[src/rtl/disp_dma_pkg.sv]
`timescale 1ns/1ps
package disp_dma_pkg;
  localparam int unsigned DEF_NCH     = 2;
  localparam int unsigned DEF_AW      = 32;
  localparam int unsigned DEF_DW      = 32;
  localparam int unsigned DEF_LEN_W   = 21;
  localparam int unsigned DEF_PAL_BIT = 26;

  typedef enum logic [1:0] {CH_IDLE, CH_DESC, CH_DATA} ch_state_e;
endpackage

[src/rtl/disp_dma_regs.sv]
`timescale 1ns/1ps
module disp_dma_regs #(
  parameter int unsigned NCH = 2,
  parameter int unsigned AW  = 32,
  parameter int unsigned DW  = 32,
  localparam int unsigned CAW = $clog2(NCH + 1)
) (
  input  logic           clk_i,
  input  logic           rst_ni,
  input  logic           we_i,
  input  logic [CAW-1:0] addr_i,
  input  logic [DW-1:0]  wdata_i,
  output logic           en_o,
  output logic           start_o,
  output logic [NCH-1:0] act_o,
  output logic [AW-1:0]  fdadr_o [NCH]
);
  logic en_q, en_d, dual_q;

  always_ff @(posedge clk_i or negedge rst_ni) begin
    if (!rst_ni) begin
      en_q   <= 1'b0;
      en_d   <= 1'b0;
      dual_q <= 1'b0;
    end else begin
      en_d <= en_q;
      if (we_i && addr_i == '0) begin
        en_q <= wdata_i[0];
        if (!en_q) dual_q <= wdata_i[1];
      end
    end
  end

  for (genvar c = 0; c < NCH; c++) begin : g_ch
    logic [AW-1:0] fd_q;
    always_ff @(posedge clk_i or negedge rst_ni) begin
      if (!rst_ni) fd_q <= '0;
      else if (we_i && !en_q && addr_i == CAW'(c + 1)) fd_q <= AW'(wdata_i);
    end
    assign fdadr_o[c] = fd_q;
    if (c == 0) begin : g_main
      assign act_o[c] = 1'b1;
    end else begin : g_dual
      assign act_o[c] = dual_q;
    end
  end

  assign en_o    = en_q;
  assign start_o = en_q && !en_d;
endmodule

[src/rtl/disp_dma_chan.sv]
`timescale 1ns/1ps
module disp_dma_chan
  import disp_dma_pkg::*;
#(
  parameter int unsigned AW      = 32,
  parameter int unsigned DW      = 32,
  parameter int unsigned LEN_W   = 21,
  parameter int unsigned PAL_BIT = 26,
  localparam int unsigned CW = LEN_W
) (
  input  logic          clk_i,
  input  logic          rst_ni,
  input  logic          en_i,
  input  logic          start_i,
  input  logic          act_i,
  input  logic [AW-1:0] fdadr_i,
  input  logic          buf_full_i,
  input  logic          own_i,
  input  logic          ack_i,
  input  logic [DW-1:0] rdata_i,
  output logic          req_o,
  output logic [AW-1:0] addr_o,
  output logic          beat_o,
  output logic          pal_o,
  output logic          done_o,
  output logic [DW-1:0] done_id_o
);
  ch_state_e     st_q;
  logic [1:0]    wsel_q;
  logic [AW-1:0] base_q, nxt_q, src_q;
  logic [DW-1:0] fid_q;
  logic          pal_q;
  logic [CW-1:0] words_q, idx_q;
  logic [CW:0]   len_words;
  logic          last_desc, last_data;

  // byte length rounded up to whole words
  assign len_words = ({1'b0, rdata_i[LEN_W-1:0]} + (CW+1)'(3)) >> 2;
  assign last_desc = (st_q == CH_DESC) && (wsel_q == 2'd3);
  assign last_data = (st_q == CH_DATA) && (({1'b0, idx_q} + (CW+1)'(1)) == {1'b0, words_q});

  assign req_o  = en_i && ((st_q == CH_DESC) || (st_q == CH_DATA && !buf_full_i));
  assign addr_o = (st_q == CH_DATA) ? src_q + AW'({idx_q, 2'b00})
                                    : base_q + AW'({wsel_q, 2'b00});
  assign beat_o    = ack_i && (st_q == CH_DATA);
  assign pal_o     = pal_q;
  assign done_o    = ack_i && ((last_desc && len_words == '0) || last_data);
  assign done_id_o = fid_q;

  always_ff @(posedge clk_i or negedge rst_ni) begin
    if (!rst_ni) begin
      st_q    <= CH_IDLE;
      wsel_q  <= '0;
      base_q  <= '0;
      nxt_q   <= '0;
      src_q   <= '0;
      fid_q   <= '0;
      pal_q   <= 1'b0;
      words_q <= '0;
      idx_q   <= '0;
    end else begin
      unique case (st_q)
        CH_IDLE: begin
          if (start_i && act_i && en_i) begin
            st_q   <= CH_DESC;
            base_q <= fdadr_i;
            wsel_q <= '0;
          end
        end
        CH_DESC: begin
          if (ack_i) begin
            wsel_q <= wsel_q + 2'd1;
            unique case (wsel_q)
              2'd0: nxt_q <= AW'(rdata_i);
              2'd1: src_q <= AW'(rdata_i);
              2'd2: fid_q <= rdata_i;
              default: begin
                pal_q   <= rdata_i[PAL_BIT];
                words_q <= len_words[CW-1:0];
                idx_q   <= '0;
                if (len_words == '0) base_q <= nxt_q;
                else                 st_q   <= CH_DATA;
              end
            endcase
          end
        end
        CH_DATA: begin
          if (ack_i) begin
            idx_q <= idx_q + CW'(1);
            if (last_data) begin
              base_q <= nxt_q;
              wsel_q <= '0;
              st_q   <= CH_DESC;
            end
          end
        end
        default: st_q <= CH_IDLE;
      endcase
      // disabled: finish only an outstanding word, then park
      if (!en_i && (ack_i || !own_i)) st_q <= CH_IDLE;
    end
  end
endmodule

[src/rtl/disp_dma_arb.sv]
`timescale 1ns/1ps
module disp_dma_arb #(
  parameter int unsigned NCH = 2,
  parameter int unsigned AW  = 32,
  localparam int unsigned IW = (NCH > 1) ? $clog2(NCH) : 1
) (
  input  logic           clk_i,
  input  logic           rst_ni,
  input  logic [NCH-1:0] req_i,
  input  logic [AW-1:0]  addr_i [NCH],
  input  logic           mem_ack_i,
  output logic           mem_req_o,
  output logic [AW-1:0]  mem_addr_o,
  output logic [NCH-1:0] ack_o,
  output logic [NCH-1:0] own_o,
  output logic [IW-1:0]  sel_o
);
  logic          lock_q, found;
  logic [IW-1:0] owner_q, last_q, win, sel;

  always_comb begin
    int unsigned cand;
    win   = '0;
    found = 1'b0;
    for (int k = 1; k <= NCH; k++) begin
      cand = (int'(last_q) + k) % NCH;
      if (!found && req_i[cand]) begin
        found = 1'b1;
        win   = IW'(cand);
      end
    end
  end

  assign sel        = lock_q ? owner_q : win;
  assign mem_req_o  = lock_q || found;
  assign mem_addr_o = addr_i[sel];
  assign sel_o      = sel;

  for (genvar c = 0; c < NCH; c++) begin : g_gnt
    assign ack_o[c] = mem_ack_i && mem_req_o && (sel == IW'(c));
    assign own_o[c] = lock_q && (owner_q == IW'(c));
  end

  always_ff @(posedge clk_i or negedge rst_ni) begin
    if (!rst_ni) begin
      lock_q  <= 1'b0;
      owner_q <= '0;
      last_q  <= IW'(NCH - 1);
    end else if (mem_req_o) begin
      if (mem_ack_i) begin
        lock_q <= 1'b0;
        last_q <= sel;
      end else begin
        lock_q  <= 1'b1;
        owner_q <= sel;
      end
    end
  end
endmodule

[src/rtl/disp_dma_fetch.sv]
`timescale 1ns/1ps
module disp_dma_fetch
  import disp_dma_pkg::*;
#(
  parameter int unsigned NCH     = DEF_NCH,
  parameter int unsigned AW      = DEF_AW,
  parameter int unsigned DW      = DEF_DW,
  parameter int unsigned LEN_W   = DEF_LEN_W,
  parameter int unsigned PAL_BIT = DEF_PAL_BIT,
  localparam int unsigned CAW = $clog2(NCH + 1),
  localparam int unsigned IW  = (NCH > 1) ? $clog2(NCH) : 1
) (
  input  logic           clk_i,
  input  logic           rst_ni,
  input  logic           cfg_we_i,
  input  logic [CAW-1:0] cfg_addr_i,
  input  logic [DW-1:0]  cfg_wdata_i,
  output logic           mem_req_o,
  output logic [AW-1:0]  mem_addr_o,
  input  logic           mem_ack_i,
  input  logic [DW-1:0]  mem_rdata_i,
  output logic           out_valid_o,
  input  logic           out_ready_i,
  output logic [DW-1:0]  out_data_o,
  output logic           out_pal_o,
  output logic [IW-1:0]  out_ch_o,
  output logic [NCH-1:0] eof_o,
  output logic [DW-1:0]  eof_id_o
);
  logic           en, start;
  logic [NCH-1:0] act, req, ack, own, beat, pal, done;
  logic [AW-1:0]  fdadr [NCH];
  logic [AW-1:0]  addr [NCH];
  logic [DW-1:0]  done_id [NCH];
  logic [IW-1:0]  sel;
  logic           buf_q, bpal_q;
  logic [DW-1:0]  bdata_q, eid_q, eid_d;
  logic [IW-1:0]  bch_q;
  logic [NCH-1:0] eof_q;

  disp_dma_regs #(.NCH(NCH), .AW(AW), .DW(DW)) u_regs (
    .clk_i, .rst_ni,
    .we_i(cfg_we_i), .addr_i(cfg_addr_i), .wdata_i(cfg_wdata_i),
    .en_o(en), .start_o(start), .act_o(act), .fdadr_o(fdadr)
  );

  for (genvar c = 0; c < NCH; c++) begin : g_chan
    disp_dma_chan #(.AW(AW), .DW(DW), .LEN_W(LEN_W), .PAL_BIT(PAL_BIT)) u_chan (
      .clk_i, .rst_ni,
      .en_i(en), .start_i(start), .act_i(act[c]), .fdadr_i(fdadr[c]),
      .buf_full_i(buf_q), .own_i(own[c]), .ack_i(ack[c]), .rdata_i(mem_rdata_i),
      .req_o(req[c]), .addr_o(addr[c]), .beat_o(beat[c]), .pal_o(pal[c]),
      .done_o(done[c]), .done_id_o(done_id[c])
    );
  end

  disp_dma_arb #(.NCH(NCH), .AW(AW)) u_arb (
    .clk_i, .rst_ni,
    .req_i(req), .addr_i(addr), .mem_ack_i,
    .mem_req_o, .mem_addr_o, .ack_o(ack), .own_o(own), .sel_o(sel)
  );

  always_comb begin
    eid_d = '0;
    for (int c = 0; c < NCH; c++) if (done[c]) eid_d = done_id[c];
  end

  // single-entry output stage; data reads are issued only when it is empty
  always_ff @(posedge clk_i or negedge rst_ni) begin
    if (!rst_ni) begin
      buf_q   <= 1'b0;
      bdata_q <= '0;
      bpal_q  <= 1'b0;
      bch_q   <= '0;
      eof_q   <= '0;
      eid_q   <= '0;
    end else begin
      if (|beat) begin
        buf_q   <= 1'b1;
        bdata_q <= mem_rdata_i;
        bpal_q  <= pal[sel];
        bch_q   <= sel;
      end else if (out_ready_i) begin
        buf_q <= 1'b0;
      end
      eof_q <= done;
      if (|done) eid_q <= eid_d;
    end
  end

  assign out_valid_o = buf_q;
  assign out_data_o  = bdata_q;
  assign out_pal_o   = bpal_q;
  assign out_ch_o    = bch_q;
  assign eof_o       = eof_q;
  assign eof_id_o    = eid_q;
endmodule

[config.mk]
export PLATFORM = sky130hd
export DESIGN_NAME = disp_dma_fetch
export DESIGN_NICKNAME = d
export VERILOG_FILES = /design/src/rtl/disp_dma_pkg.sv /design/src/rtl/disp_dma_regs.sv /design/src/rtl/disp_dma_chan.sv /design/src/rtl/disp_dma_arb.sv /design/src/rtl/disp_dma_fetch.sv
export SDC_FILE = /design/constraint.sdc
export NUM_CORES = 1
export LEC_CHECK = 0
export ABC_AREA = 0
export ABC_CLOCK_PERIOD_IN_PS = 3600
export CORE_ASPECT_RATIO = 1.2
export CORE_MARGIN = 5
export CORE_UTILIZATION = 30
export CTS_CLUSTER_DIAMETER = 80
export DETAILED_ROUTE_END_ITERATION = 8
export MAX_ROUTING_LAYER = met4
export PLACE_DENSITY = 0.55
export SYNTH_ARGS = -nofsm -noshare
export SYNTH_HDL_FRONTEND = slang
export SYNTH_HIERARCHICAL = 1
export SYNTH_SLANG_ARGS = --single-unit
export TNS_END_PERCENT = 100
[constraint.sdc]
create_clock -name clk_i -period 3.6 [get_ports clk_i]
set_clock_uncertainty 0.1 [all_clocks]
set_input_delay 0.36 -clock clk_i [delete_from_list [all_inputs] [get_ports clk_i]]
set_output_delay 0.36 -clock clk_i [all_outputs]
set_load 0.05 [all_outputs]
==> qor.yml <==
sta:
  period_share: 1.133
  grt_setup_unrepaired: "yes"
  clock.fmax_ghz: 0.2452
  fin_ws_ns: -0.4781
  worst_slew_pin_slew_ns: 0.7384
  slew_violations: 0
  setup_viol: 41
  relSlewSlack: 0.5077
  finalHoldViolations: 0
  fin_crit_ns: 4.078
cells_and_area:
  nNetsFinal: 3009
  final_cell_mix: "482 x dfrtp_1, 316 x mux2_2, 244 x buf_4"
  final_common_cell: "dfrtp_1"
  fin_area_um2: 35320
  area.growth.synth_to_final_pct: 27.38
  drive_above_1_share: 0.3420
  fin_util: 0.3837
  stdcell_count: 4152
synth:
  ys_types: 96
  ys_async_sr_fraction: 1.000
  synth.cell_area_um2: 27730
  syn_nets: 2641
  ys_seq_elements: 487
  synth_cells: 2502
  post_synth.cell_area_avg_um2: 11.08
  seq_area_frac_synth: 0.4396
  ys_warn_count: 6
  ys.flop_type: "dfrtp_1"
  synth_edf_count: 0
drt:
  routed_wl_mm: 92.32
  vias: 20975
  final_antenna_net_count: 0
  drc: 0
  viasPerCell: 5.052
  firstDrtPassIters: 5
  drt_iter0_drc: 1482
  wl_per_cell_um: 22.24
global_routing:
  overflow: 0
  grt_pass1_wl_mm: 138.3
  grt_start_max_net_pins: 83
  grt_pass1_vias: 21255
  grt_antenna_before_repair: 2
  grtUsageTotal: 0.1889
pwr:
  p_leak_nw: 15.80
  irDropWorstVdd_uv: 726.1
  p_per_area_nw_per_um2: 555.0
floorplan:
  row_count: 122
  die_area_um2: 98630
  die_h_um: 343.0
  coreArea_um2: 92050
  pin_count: 173
  die_w_um: 287.5
  start_util: 0.3012
critical_path:
  end_kind: "output pin"
  path_max_fanout: 4
  cp.arrival_ns: 3.62
  crit_type: "register to output pin"
  timing.rr.start: "g_chan[0].u_chan/idx_q[0]"
  startpoint_type: "register"
  crit_path_start: "g_chan[0].u_chan/src_q[4]"
  endpoint: "mem_addr_o[16]"
  r2r_end: "g_chan[0].u_chan/base_q[6]"
  rrSetupSlack_ns: -0.01
  r2r_cells: 12
  worstPathRequired_ns: 3.14
flow_run:
  drv_cap: 0
placed_design:
  gp_congestion: 0.9375
  dp_hpwl_mm: 66.97
  io_buffers: 172
  dpl_cell_area_um2: 32300
  dp_cells: 4012
clocking:
  root_buffer: "clkbuf_16"
  clk_latency_ns: 0.62
  clk_path_buf_depth: 3
  cts_buffers: 52
  cts_tree: "built"
  path_clk_slew_ns: 0.07
  htree_levels: 2
  clock-sinks: 487
run_status:
  status: "finished, violations left"
  violations: "setup timing"
hold_path:
  min_path_type: "input pin to asynchronous set/reset pin"
==> cell usage after synthesis, types with 16 or more instances <==
cell type    n  area (µm²)
a21o_1      28       210.2
a21oi_1     87       435.4
and3_1      21       131.4
and4_1      16       140.1
buf_6       16       180.2
clkbuf_1    80       300.3
dfrtp_1    486       12160
ha_1        64       800.8
inv_1       54       202.7
mux2_2     319        3592
mux2_4     119        1787
mux2i_1     60       600.6
nand2_1    196       735.7
nand3_1     77       385.4
nand4_1     34       212.7
nor2_1     117       439.2
nor3_1      48       240.2
nor4_1      24       150.1
o21ai_0    183       915.9
o31ai_1     26       195.2
xnor2_1    109       954.7
xor2_1      68       595.6
==> worst max-delay path, stage by stage (launching register included) <==
cell and delay (ns):
dfrtp_1 0.38, ha_1 0.35, nor2b_1 0.15, o21a_1 0.17, o21a_1 0.20, o31a_1 0.31
buf_6 0.14, or3_4 0.32, a21oi_2 0.19, xor2_2 0.21, o21ai_1 0.08, mux2_4 0.31
buf_8 0.16
==> final cells by class <==
cell class / count / area, µm²
antenna: 3 / 7.507
clock buffer: 77 / 1516
timing repair buffer: 449 / 4348
tap: 1240 / 1551
sequential: 487 / 12190
multi-input combinational: 1824 / 15290
inverter: 56 / 210.2
fill: 8942 / 56730
clock inverter: 16 / 200.2
==> metrics by stage <==
stage               total power [mW]  setup slack, ns  setup TNS, ns  hold WS (ns)
floorplan                      11.19         0.004535              0      -0.03559
finish                         19.60          -0.4781         -7.701        0.1958
global route                   20.46          -0.5922         -17.02        0.2320
global placement               13.72          -0.1381         -2.714        0.2833
CTS                            19.74          -0.5258         -8.901        0.1801
detailed placement             13.78          -0.1393         -5.490        0.2866
==> kinds of logic after synthesis <==
| family | Yosys count | synth area share |
|---|---|---|
| AOI/OAI and AO/OA | 450 | 0.09982 |
| other | 1 | 0.0001352 |
| xor gates and xnor gates | 177 | 0.05591 |
| adders and majority gates | 68 | 0.03177 |
| DFF | 487 | 0.4396 |
| buffers and inverters | 191 | 0.03867 |
| muxes | 505 | 0.2185 |
| and+or+nand+nor | 623 | 0.1156 |
==> registers in the layout (all words and copies together) (netlist names), 2 cells and up <==
signal,cells
g_chan.u_chan/wsel_q,4
g_chan.u_chan/words_q,40
g_chan.u_chan/done_id_o,64
g_chan.u_chan/pal_o,2
g_chan.u_chan/idx_q,42
g_chan.u_chan/nxt_q,64
g_chan.u_chan/src_q,64
eof_o,2
g_chan.u_chan/base_q,64
out_data_o,32
u_regs/g_ch.fd_q,64
eof_id_o,32
g_chan.u_chan/st_q,4
==> power by group <==
part	switching, mW	internal, mW
logic	3.40	3.37
clock network	2.35	3.20
registers	0.849	6.43
==> how the worst min path moves through the flow <==
stage	slack [ns]	endpoint	from	depth (start not counted)
finish	0.20	out_data_o[22]	rst_ni	2
global route	0.23	out_valid_o	out_ready_i	2
CTS	0.18	out_valid_o	out_ready_i	2
detailed placement	0.29	out_data_o[22]	rst_ni	1
global placement	0.28	out_data_o[30]	rst_ni	1
floorplan	-0.04	eof_id_o[0]	rst_ni	0
==> layer usage <==
layer / wire (µm) / part of all wire / global-route usage / vias to the layer above
met1: 40170 / 0.44 / 0.2390 / 10553
met5: 0 / 0 / - / -
met3: 3595 / 0.039 / 0.02405 / 146
met2: 45060 / 0.49 / 0.3143 / 489
li1: - / - / - / 9787
met4: 3497 / 0.038 / 0.06374 / 0
==> repair_timing <==
action,4_1_cts,5_1_grt
setup buffers,33,11
hold endpoints to repair,61,0
setup endpoints to repair,59,132
hold buffers,1,0
cloned,2,0
pin swaps,77,29
gates resized for setup,149,56
No activity file was read; power rests on OpenSTA's default activity.
